File: src/rtl/i2c_addr_claim.sv
module i2c_addr_claim #(
  parameter int          QDIV   = 312,
  parameter int          PROBES = 3,
  parameter logic [15:0] SEED   = 16'hACE1
) (
  input  logic       clk,
  input  logic       rst_n,
  input  logic       bus_idle,
  input  logic       sda_in,
  input  logic [6:0] entropy,
  output logic       scl_oe,
  output logic       sda_oe,
  output logic [6:0] claimed_addr,
  output logic       done,
  output logic       busy
);
  localparam int QW = (QDIV > 1) ? $clog2(QDIV) : 1;
  localparam int PW = $clog2(PROBES + 1);

  typedef enum logic [2:0] {S_DRAW, S_WAIT, S_PROBE, S_BACK, S_DONE} st_t;

  st_t           st;
  logic [QW-1:0] qc;
  logic [3:0]    slot;
  logic [1:0]    q;
  logic [9:0]    boc;
  logic [PW-1:0] nprobe;
  logic          acked;
  logic [15:0]   lfsr;
  logic [6:0]    cand;

  wire tick  = (qc == QW'(QDIV - 1));
  wire legal = (entropy >= 7'h08) && (entropy <= 7'h77);
  wire fb    = lfsr[15] ^ lfsr[13] ^ lfsr[12] ^ lfsr[10];

  always_ff @(posedge clk) begin
    if (!rst_n) begin
      st     <= S_DRAW;
      qc     <= '0;
      slot   <= '0;
      q      <= '0;
      boc    <= '0;
      nprobe <= '0;
      acked  <= 1'b0;
      lfsr   <= SEED;
      cand   <= 7'h08;
    end else begin
      lfsr <= {lfsr[14:0], fb};
      qc   <= ((st == S_PROBE || st == S_BACK) && !tick) ? qc + 1'b1 : '0;
      case (st)
        S_DRAW: if (legal) begin
          cand <= entropy;
          st   <= S_WAIT;
        end
        S_WAIT: if (bus_idle) begin
          st    <= S_PROBE;
          slot  <= '0;
          q     <= '0;
          acked <= 1'b0;
        end
        S_PROBE: if (tick) begin
          q <= q + 2'd1;
          if (slot == 4'd9 && q == 2'd2) acked <= !sda_in;
          if (q == 2'd3) begin
            if (slot == 4'd10) begin
              if (acked) begin
                nprobe <= '0;
                st     <= S_DRAW;
              end else if (nprobe == PW'(PROBES - 1)) begin
                st <= S_DONE;
              end else begin
                nprobe <= nprobe + 1'b1;
                boc    <= {lfsr[7:0], 2'b11};
                st     <= S_BACK;
              end
            end else begin
              slot <= slot + 4'd1;
            end
          end
        end
        S_BACK: if (tick) begin
          if (boc == '0) st <= S_WAIT;
          else boc <= boc - 10'd1;
        end
        default: ;
      endcase
    end
  end

  wire       hold = (q == 2'd0) && (slot != 4'd0);
  wire [3:0] es   = hold ? slot - 4'd1 : slot;
  wire [1:0] eq   = hold ? 2'd3 : q;
  wire [7:0] frame = {cand, 1'b0};
  wire [3:0] idx  = 4'd8 - es;

  logic sda_low;
  always_comb begin
    if (es == 4'd0)       sda_low = eq[1];
    else if (es <= 4'd8)  sda_low = !frame[idx[2:0]];
    else if (es == 4'd10) sda_low = (eq == 2'd1) || (eq == 2'd2);
    else                  sda_low = 1'b0;
  end

  assign busy         = (st == S_PROBE);
  assign scl_oe       = busy && (slot != 4'd0) && !q[1];
  assign sda_oe       = busy && sda_low;
  assign done         = (st == S_DONE);
  assign claimed_addr = cand;
endmodule

File: config.mk
export PLATFORM = sky130hd
export DESIGN_NAME = i2c_addr_claim
export DESIGN_NICKNAME = d
export VERILOG_FILES = /design/src/rtl/i2c_addr_claim.sv
export SDC_FILE = /design/constraint.sdc
export NUM_CORES = 1
export LEC_CHECK = 0
export CAP_MARGIN = 0
export CORE_ASPECT_RATIO = 0.8
export CORE_MARGIN = 4
export CORE_UTILIZATION = 52
export CTS_CLUSTER_DIAMETER = 120
export CTS_CLUSTER_SIZE = 28
export DETAILED_ROUTE_END_ITERATION = 12
export PLACE_DENSITY = 0.75
export RECOVER_POWER = 50
export SETUP_SLACK_MARGIN = 0.2
export SLEW_MARGIN = 20
export SYNTH_ARGS = -nofsm -noshare
export SYNTH_HDL_FRONTEND = slang
export SYNTH_SLANG_ARGS = --single-unit
File: constraint.sdc
create_clock -name clk -period 2.8 [get_ports clk]
set_input_delay 0.56 -clock clk [delete_from_list [all_inputs] [get_ports clk]]
set_output_delay 0.56 -clock clk [all_outputs]
set_load 0.01 [all_outputs]
=== Yosys cells after proc, flatten, opt, wreduce, memory -nomap -nowiden ===
Cells that the tools add are included.

* Flip-flop bits (word level): 54
* Bits of input ports: 11
* Output and inout bits: 11
* Logic and storage cells: 117

* Add/subtract/negate cells: 7
* $lt $le $gt $ge: 4
* Eq/ne operators: 26
* Muxes and demuxes: 39
* Bitwise logic cells: 3
* Reductions and logical operators: 29

{| class="wikitable"
|+ Operator list
! operator !! count
|-
| 10-bit 2-to-1 mux || 7
|-
| 3-bit 2-to-1 mux || 9
|-
| 4-bit 2-to-1 mux || 5
|-
| 10-bit case mux with 2 select lines || 1
|-
| 2-bit inequality test, second input constant || 8
|-
| 8-bit AND reduction || 2
|-
| 4-bit == test, second input constant || 3
|-
| 3-bit case mux with 4 select lines || 1
|-
| 10-bit zero test || 1
|-
| 2-bit 2-to-1 mux || 5
|-
| 2-bit by 1-bit inequality test with 1-bit output, second input constant || 5
|-
| 5-bit AND reduction || 2
|-
| 10-bit by 1-bit subtractor with 10-bit output, second input constant || 1
|-
| 9-bit by 1-bit adder with 9-bit output, second input constant || 1
|-
| 9-bit == test, second input constant || 1
|-
| 2-bit == test, second input constant || 4
|-
| 4-bit case mux with 2 select lines || 1
|-
| 4-bit nonzero test || 2
|-
| 7-bit by 4-bit greater-or-equal comparator with 1-bit output, second input constant || 1
|-
| 7-bit <= comparator, second input constant || 1
|-
| 1-bit logical AND || 7
|-
| 1-bit 2-to-1 mux || 7
|-
| 3-bit by 2-bit == test with 1-bit output, second input constant || 2
|-
| 2-bit by 1-bit adder with 2-bit output, second input constant || 2
|-
| other kinds (21) || 29
|}

=== Depth between registers and ports, before layout ===
* Depth in word-level cells: 10
* Depth in mapped cells: 11
* Gate-level depth less buffers: 11

=== Worst setup path after synthesis ===
No wires, ideal clock.

* Path type: reg-to-output
* Start point: reg slot[0]
* End point: out sda_oe
* Arrival: 2.532 ns
* Data required time: 2.240 ns
* Setup slack: -0.292 ns
* Cell stages (with the launch flop): 9
* Path buffers: 0
* Path through: dfxtp_1 inv_1 ha_1 nor3b_1 o211a_1 ha_1 mux4_2 o21ai_0 nor4b_1

* Word-level cells in the longest chain between the ends: 10
* Elaborated cells between the ends (all ways): 19
* Those cells by class: add/sub: 2; order compare: 1; eq/ne: 3; mux: 7; reduce/logical: 6

{| class="wikitable"
|+ Ends and longest elaborated chain
! what !! line !! RTL
|-
| start: declaration || 24 || <nowiki>logic [3:0] slot;</nowiki>
|-
| start signal: assignment || 77 || <nowiki>slot <= slot + 4'd1;</nowiki>
|-
| parallel branches: the longest is 8 deep, another holds 4-bit by 1-bit subtractor with 4-bit output || - ||
|-
| 1-bit 2-to-1 mux * || 98 || <nowiki>if (es == 4'd0) sda_low = eq[1];</nowiki>
|-
| 1-bit logical AND * || 106 || <nowiki>assign sda_oe = busy && sda_low;</nowiki>
|-
| end: declaration || 12 || <nowiki>output logic sda_oe,</nowiki>
|}

Every way passes the cells marked *. The select of a mux whose other input is x is not followed.

=== Final worst setup path ===
* Start point: reg slot[1]
* End point: out sda_oe

Same word-level chain as after synthesis.

==> metrics.txt <==
# TYPE chip_impl_metric gauge
chip_impl_info{name="worst_r2r_endpoint",value="boc[3]$_SDFFE_PN0P_"} 1
chip_impl_metric{name="fp.dieH",unit="microns"} 73.0
chip_impl_info{name="hold_start",value="lfsr[9]$_SDFF_PN0_"} 1
chip_impl_metric{name="worst_path_largest_cell_delay",unit="ps"} 510
chip_impl_info{name="dominantRegCellSynth",value="dfxtp_1"} 1
chip_impl_metric{name="synth_seq_area_share",unit=""} 0.394
chip_impl_metric{name="global_route.usage.total",unit=""} 0.204
chip_impl_info{name="synth_area_leader_cell",value="dfxtp_1"} 1
chip_impl_info{name="worstSetupPathType",value="reg2out"} 1
chip_impl_metric{name="area_inside_the_core_boundary",unit="sq mm"} 0.00506
chip_impl_metric{name="cap_violations",unit=""} 0
chip_impl_metric{name="design_power_total",unit="uW"} 1720
chip_impl_metric{name="insertedDiodeCount",unit=""} 0
chip_impl_metric{name="power.static_leakage",unit="uW"} 0.00126
chip_impl_metric{name="postCtsSetupBuffers",unit=""} 0
chip_impl_metric{name="cp_data_arrival_time",unit="ps"} 2620
chip_impl_metric{name="worst-endpoint-required",unit="ps"} 2240
chip_impl_metric{name="detailed_route_wire_length",unit="microns"} 6080
chip_impl_metric{name="remaining_drc_errors",unit=""} 0
chip_impl_metric{name="worst_pin_slew",unit="ps"} 805
chip_impl_metric{name="num_io_pins",unit=""} 22
chip_impl_metric{name="antenna_found_initial",unit=""} 0
chip_impl_metric{name="yosysWarningCount",unit=""} 0
chip_impl_metric{name="final.setup.tns",unit="ps"} -383
chip_impl_metric{name="post_drt_wl_per_cell",unit="microns"} 14.3
chip_impl_metric{name="buffer_ports.inserted",unit=""} 21
chip_impl_info{name="cts.root.buffer_cell",value="clkbuf_8"} 1
chip_impl_metric{name="die_area",unit="sq mm"} 0.00651
chip_impl_info{name="startpoint_type",value="flop"} 1
chip_impl_metric{name="min_delay_path_depth",unit=""} 1
chip_impl_info{name="worst_hold_path.endpoint",value="lfsr[10]$_SDFF_PN1_"} 1
chip_impl_metric{name="via_count",unit=""} 2386
chip_impl_info{name="status",value="finished, violations left"} 1
chip_impl_metric{name="drtIter0Drc",unit=""} 130
chip_impl_metric{name="worst_case_hold_slack",unit="ps"} 417
chip_impl_metric{name="number_of_flops_mapped_to_enable_cells_by_yosys",unit=""} 0
chip_impl_info{name="rr_startpoint",value="qc[4]$_SDFF_PN0_"} 1
chip_impl_metric{name="ctsLongestPathBuffers",unit=""} 2
chip_impl_metric{name="p_int",unit="uW"} 1250
chip_impl_info{name="ys_top_cells_by_count",value="54 x dfxtp_1, 39 x nor2_1, 31 x a21oi_1"} 1
chip_impl_metric{name="synth.top_cell.area_share",unit=""} 0.394
chip_impl_metric{name="worst_setup_hold_path_clk_slew",unit="ps"} 100
chip_impl_metric{name="areaGrowthSynthToFinish",unit="%"} 21.6
chip_impl_metric{name="place.detailed.hpwl",unit="microns"} 4380
chip_impl_info{name="yosysMostFrequentCell",value="dfxtp_1"} 1
chip_impl_metric{name="drtAntennaViolNets",unit=""} 0
chip_impl_info{name="cp-end-kind",value="output pin"} 1
chip_impl_metric{name="clock_skew",unit="ps"} 13.2
chip_impl_metric{name="fp.dieW",unit="microns"} 89.2
chip_impl_metric{name="syn_avg_cell_area",unit="sq um"} 8.36
chip_impl_info{name="critical_path.cell_chain",value="inv_4 -> ha_4 -> nor3b_4 -> nor2b_4 -> nor2_2 -> a21oi_2 -> ha_4 -> mux4_2 -> o21ai_2 -> nor4b_4 -> buf_2"} 1
chip_impl_metric{name="clkLatencyLatePin",unit="ps"} 310
chip_impl_metric{name="hold_buffers",unit=""} 0
chip_impl_metric{name="synthCells",unit=""} 328
chip_impl_metric{name="async_reset_ff_frac",unit=""} 0
chip_impl_metric{name="remaining_global_route_overflow",unit=""} 0
chip_impl_metric{name="vias_per_cell",unit=""} 5.61
chip_impl_metric{name="power.ir.vdd_worst",unit="V"} 0.000307
chip_impl_metric{name="worstRegToRegCells",unit=""} 5
chip_impl_metric{name="syn_area",unit="sq mm"} 0.00274
chip_impl_metric{name="yosys.cell_types.count",unit=""} 50
chip_impl_metric{name="worst_setup_slack_for_register_to_register_paths",unit="ps"} 370
chip_impl_metric{name="switching_share",unit=""} 0.275
chip_impl_metric{name="tritoncts.num_buffers",unit=""} 5
chip_impl_metric{name="path_max_fanout",unit=""} 3
chip_impl_metric{name="post_route_cells_drive_above_1_share",unit=""} 0.132
chip_impl_metric{name="p_comb_frac",unit=""} 0.202
chip_impl_metric{name="num_clock_sinks",unit=""} 54
chip_impl_metric{name="slew_headroom",unit=""} 0.463
chip_impl_metric{name="net-switching-power",unit="uW"} 473
chip_impl_metric{name="power.density_cell_area",unit="mW/mm^2"} 516
chip_impl_metric{name="share_clk_of_total_power",unit=""} 0.317
chip_impl_metric{name="drv_slew",unit=""} 0
chip_impl_metric{name="design.final.nets",unit=""} 386
chip_impl_metric{name="timing_hold_violations_final",unit=""} 0
chip_impl_info{name="critical-path-slowest-cell",value="mux4_2"} 1
chip_impl_metric{name="num_rows",unit=""} 23
chip_impl_metric{name="start_util",unit=""} 0.542
chip_impl_metric{name="finalWeightedCongestion",unit=""} 0.869
chip_impl_metric{name="report.final.setup_viol",unit=""} 1
chip_impl_metric{name="final_critical_path_setup_slack",unit="ps"} -383
chip_impl_metric{name="dp_slack",unit="ps"} -462
chip_impl_metric{name="finish.utilization",unit=""} 0.659
chip_impl_info{name="critPathMostFrequentCell",value="ha_4"} 1
chip_impl_metric{name="first_global_vias",unit=""} 2302
chip_impl_metric{name="grt_pass1_wl",unit="microns"} 10500
chip_impl_metric{name="yosys_register_bits",unit=""} 54
chip_impl_info{name="clock_tree_from_tritoncts",value="built"} 1
chip_impl_metric{name="mappedNetlistNets",unit=""} 352
chip_impl_info{name="violated_checks",value="negative setup slack"} 1
chip_impl_metric{name="max_clock_freq",unit="MHz"} 314
chip_impl_metric{name="htree_levels",unit=""} 2
chip_impl_metric{name="power.share.sequential",unit=""} 0.481
chip_impl_info{name="hold_class",value="reg2reg"} 1
chip_impl_metric{name="first_pass_iters",unit=""} 4
chip_impl_info{name="post_synth_main_area_contributors",value="dfxtp_1 39%, ha_1 5.9%, a21oi_1 5.7%, nor2_1 5.3%, nand2b_1 3.0%"} 1
chip_impl_metric{name="finalWorstPathRequiredPeriod",unit="ps"} 3180
chip_impl_info{name="rsz0062_at_grt",value="true"} 1
chip_impl_metric{name="fin_crit_sh",unit=""} 1.14
chip_impl_metric{name="pin_count_of_the_biggest_net_entering_global_routing",unit=""} 21
==> registers in the layout (all words and copies together) (netlist names) <==
name and count:
st 3, boc 10, claimed_addr 7, q 2, lfsr 16, acked 1, slot 4, qc 9
nprobe 2
==> what timing repair did <==
| action | in CTS | in global routing |
|---|---|---|
| gates resized for setup | 9 | 4 |
| cloned | 0 | 0 |
| setup endpoints to repair | 2 | 4 |
==> per-layer routing <==
metal	vias up	track usage	part of all wire
met3	11	0.0508	0.051
met5	-	0	0
met4	0	0.0479	0.015
li1	1213	-	-
met2	56	0.321	0.44
met1	1106	0.282	0.49
==> area by class of cell <==
cell class | count | area (sq um)
clock buffers | 5 | 68.8
multi-input cells | 245 | 1650
inverters | 15 | 61.3
clock inverters | 3 | 47.5
repair buffers | 41 | 344
fillers | 412 | 1730
flip-flops and latches | 54 | 1090
well taps | 62 | 77.6
==> worst max path at each step <==
stage	from	slack (ps)	cells after the start	to
global placement	slot[1]$_SDFFE_PN0P_	-320	11	sda_oe
global route	slot[1]$_SDFFE_PN0P_	-500	11	sda_oe
CTS	slot[1]$_SDFFE_PN0P_	-350	11	sda_oe
floorplan	slot[0]$_SDFFE_PN0P_	140	8	sda_oe
detailed placement	slot[1]$_SDFFE_PN0P_	-460	11	sda_oe
finish	slot[1]$_SDFFE_PN0P_	-380	11	sda_oe
==> per-stage QoR <==
| stage | std cells | area [sq um] |
|---|---|---|
| after global routing | 425 | 3340 |
| after CTS | 425 | 3330 |
| after global placement | 417 | 3200 |
| final | 425 | 3340 |
| after detailed placement | 417 | 3200 |
| after floorplan | 328 | 2820 |
==> worst max-delay path, delay by kind of cell, from the launching register on <==
kind                     cells  cell delay (ps)
AO/OA/AOI/OAI                2              150
adder cells (fa/ha/maj)      2              400
buffers and inverters        2              230
flip-flops                   1              360
multiplexers                 1              510
AND/OR/NAND/NOR              4              650
==> cell usage in the layout (no fill, tap or decap), types with 3 or more instances in the layout <==
cell type | synthesis | final
nor2b_1 | 4 | 3
or4_1 | 3 | 3
and2_0 | 1 | 6
clkdlybuf4s50_1 | 0 | 12
and2_1 | 9 | 4
dfxtp_1 | 54 | 51
mux2i_1 | 5 | 5
dlygate4sd3_1 | 0 | 8
xor2_1 | 4 | 4
xnor2_1 | 7 | 7
nand3_1 | 12 | 12
ha_1 | 13 | 11
a31oi_1 | 4 | 4
or2_0 | 8 | 8
o21ai_0 | 7 | 6
o21ai_1 | 8 | 8
nor3_1 | 7 | 7
or3_1 | 10 | 10
nand2_1 | 18 | 18
nor2_1 | 39 | 38
nand4_1 | 3 | 3
nor3b_1 | 5 | 4
nor4_1 | 4 | 4
clkbuf_1 | 12 | 3
inv_1 | 15 | 13
a21oi_1 | 31 | 30
clkbuf_8 | 0 | 5
inv_4 | 0 | 3
buf_4 | 0 | 17
nand2b_1 | 13 | 13
==> power by group through the flow <==
stage	clock network, uW	logic [uW]	registers [uW]
2_1_floorplan	0	220	845
3_3_place_gp	0	331	845
3_5_place_dp	0	340	845
4_1_cts	557	345	828
5_1_grt	591	383	833
6_report	545	348	828
==> cell families after synthesis <==
kind of cell | share of synthesized area
compound gates | 0.136
fa+ha+maj | 0.0593
xor+xnor | 0.0351
mux | 0.0306
simple gates | 0.304
flops | 0.394
buf+inv | 0.0406
Power figures use the tool's default switching activity.
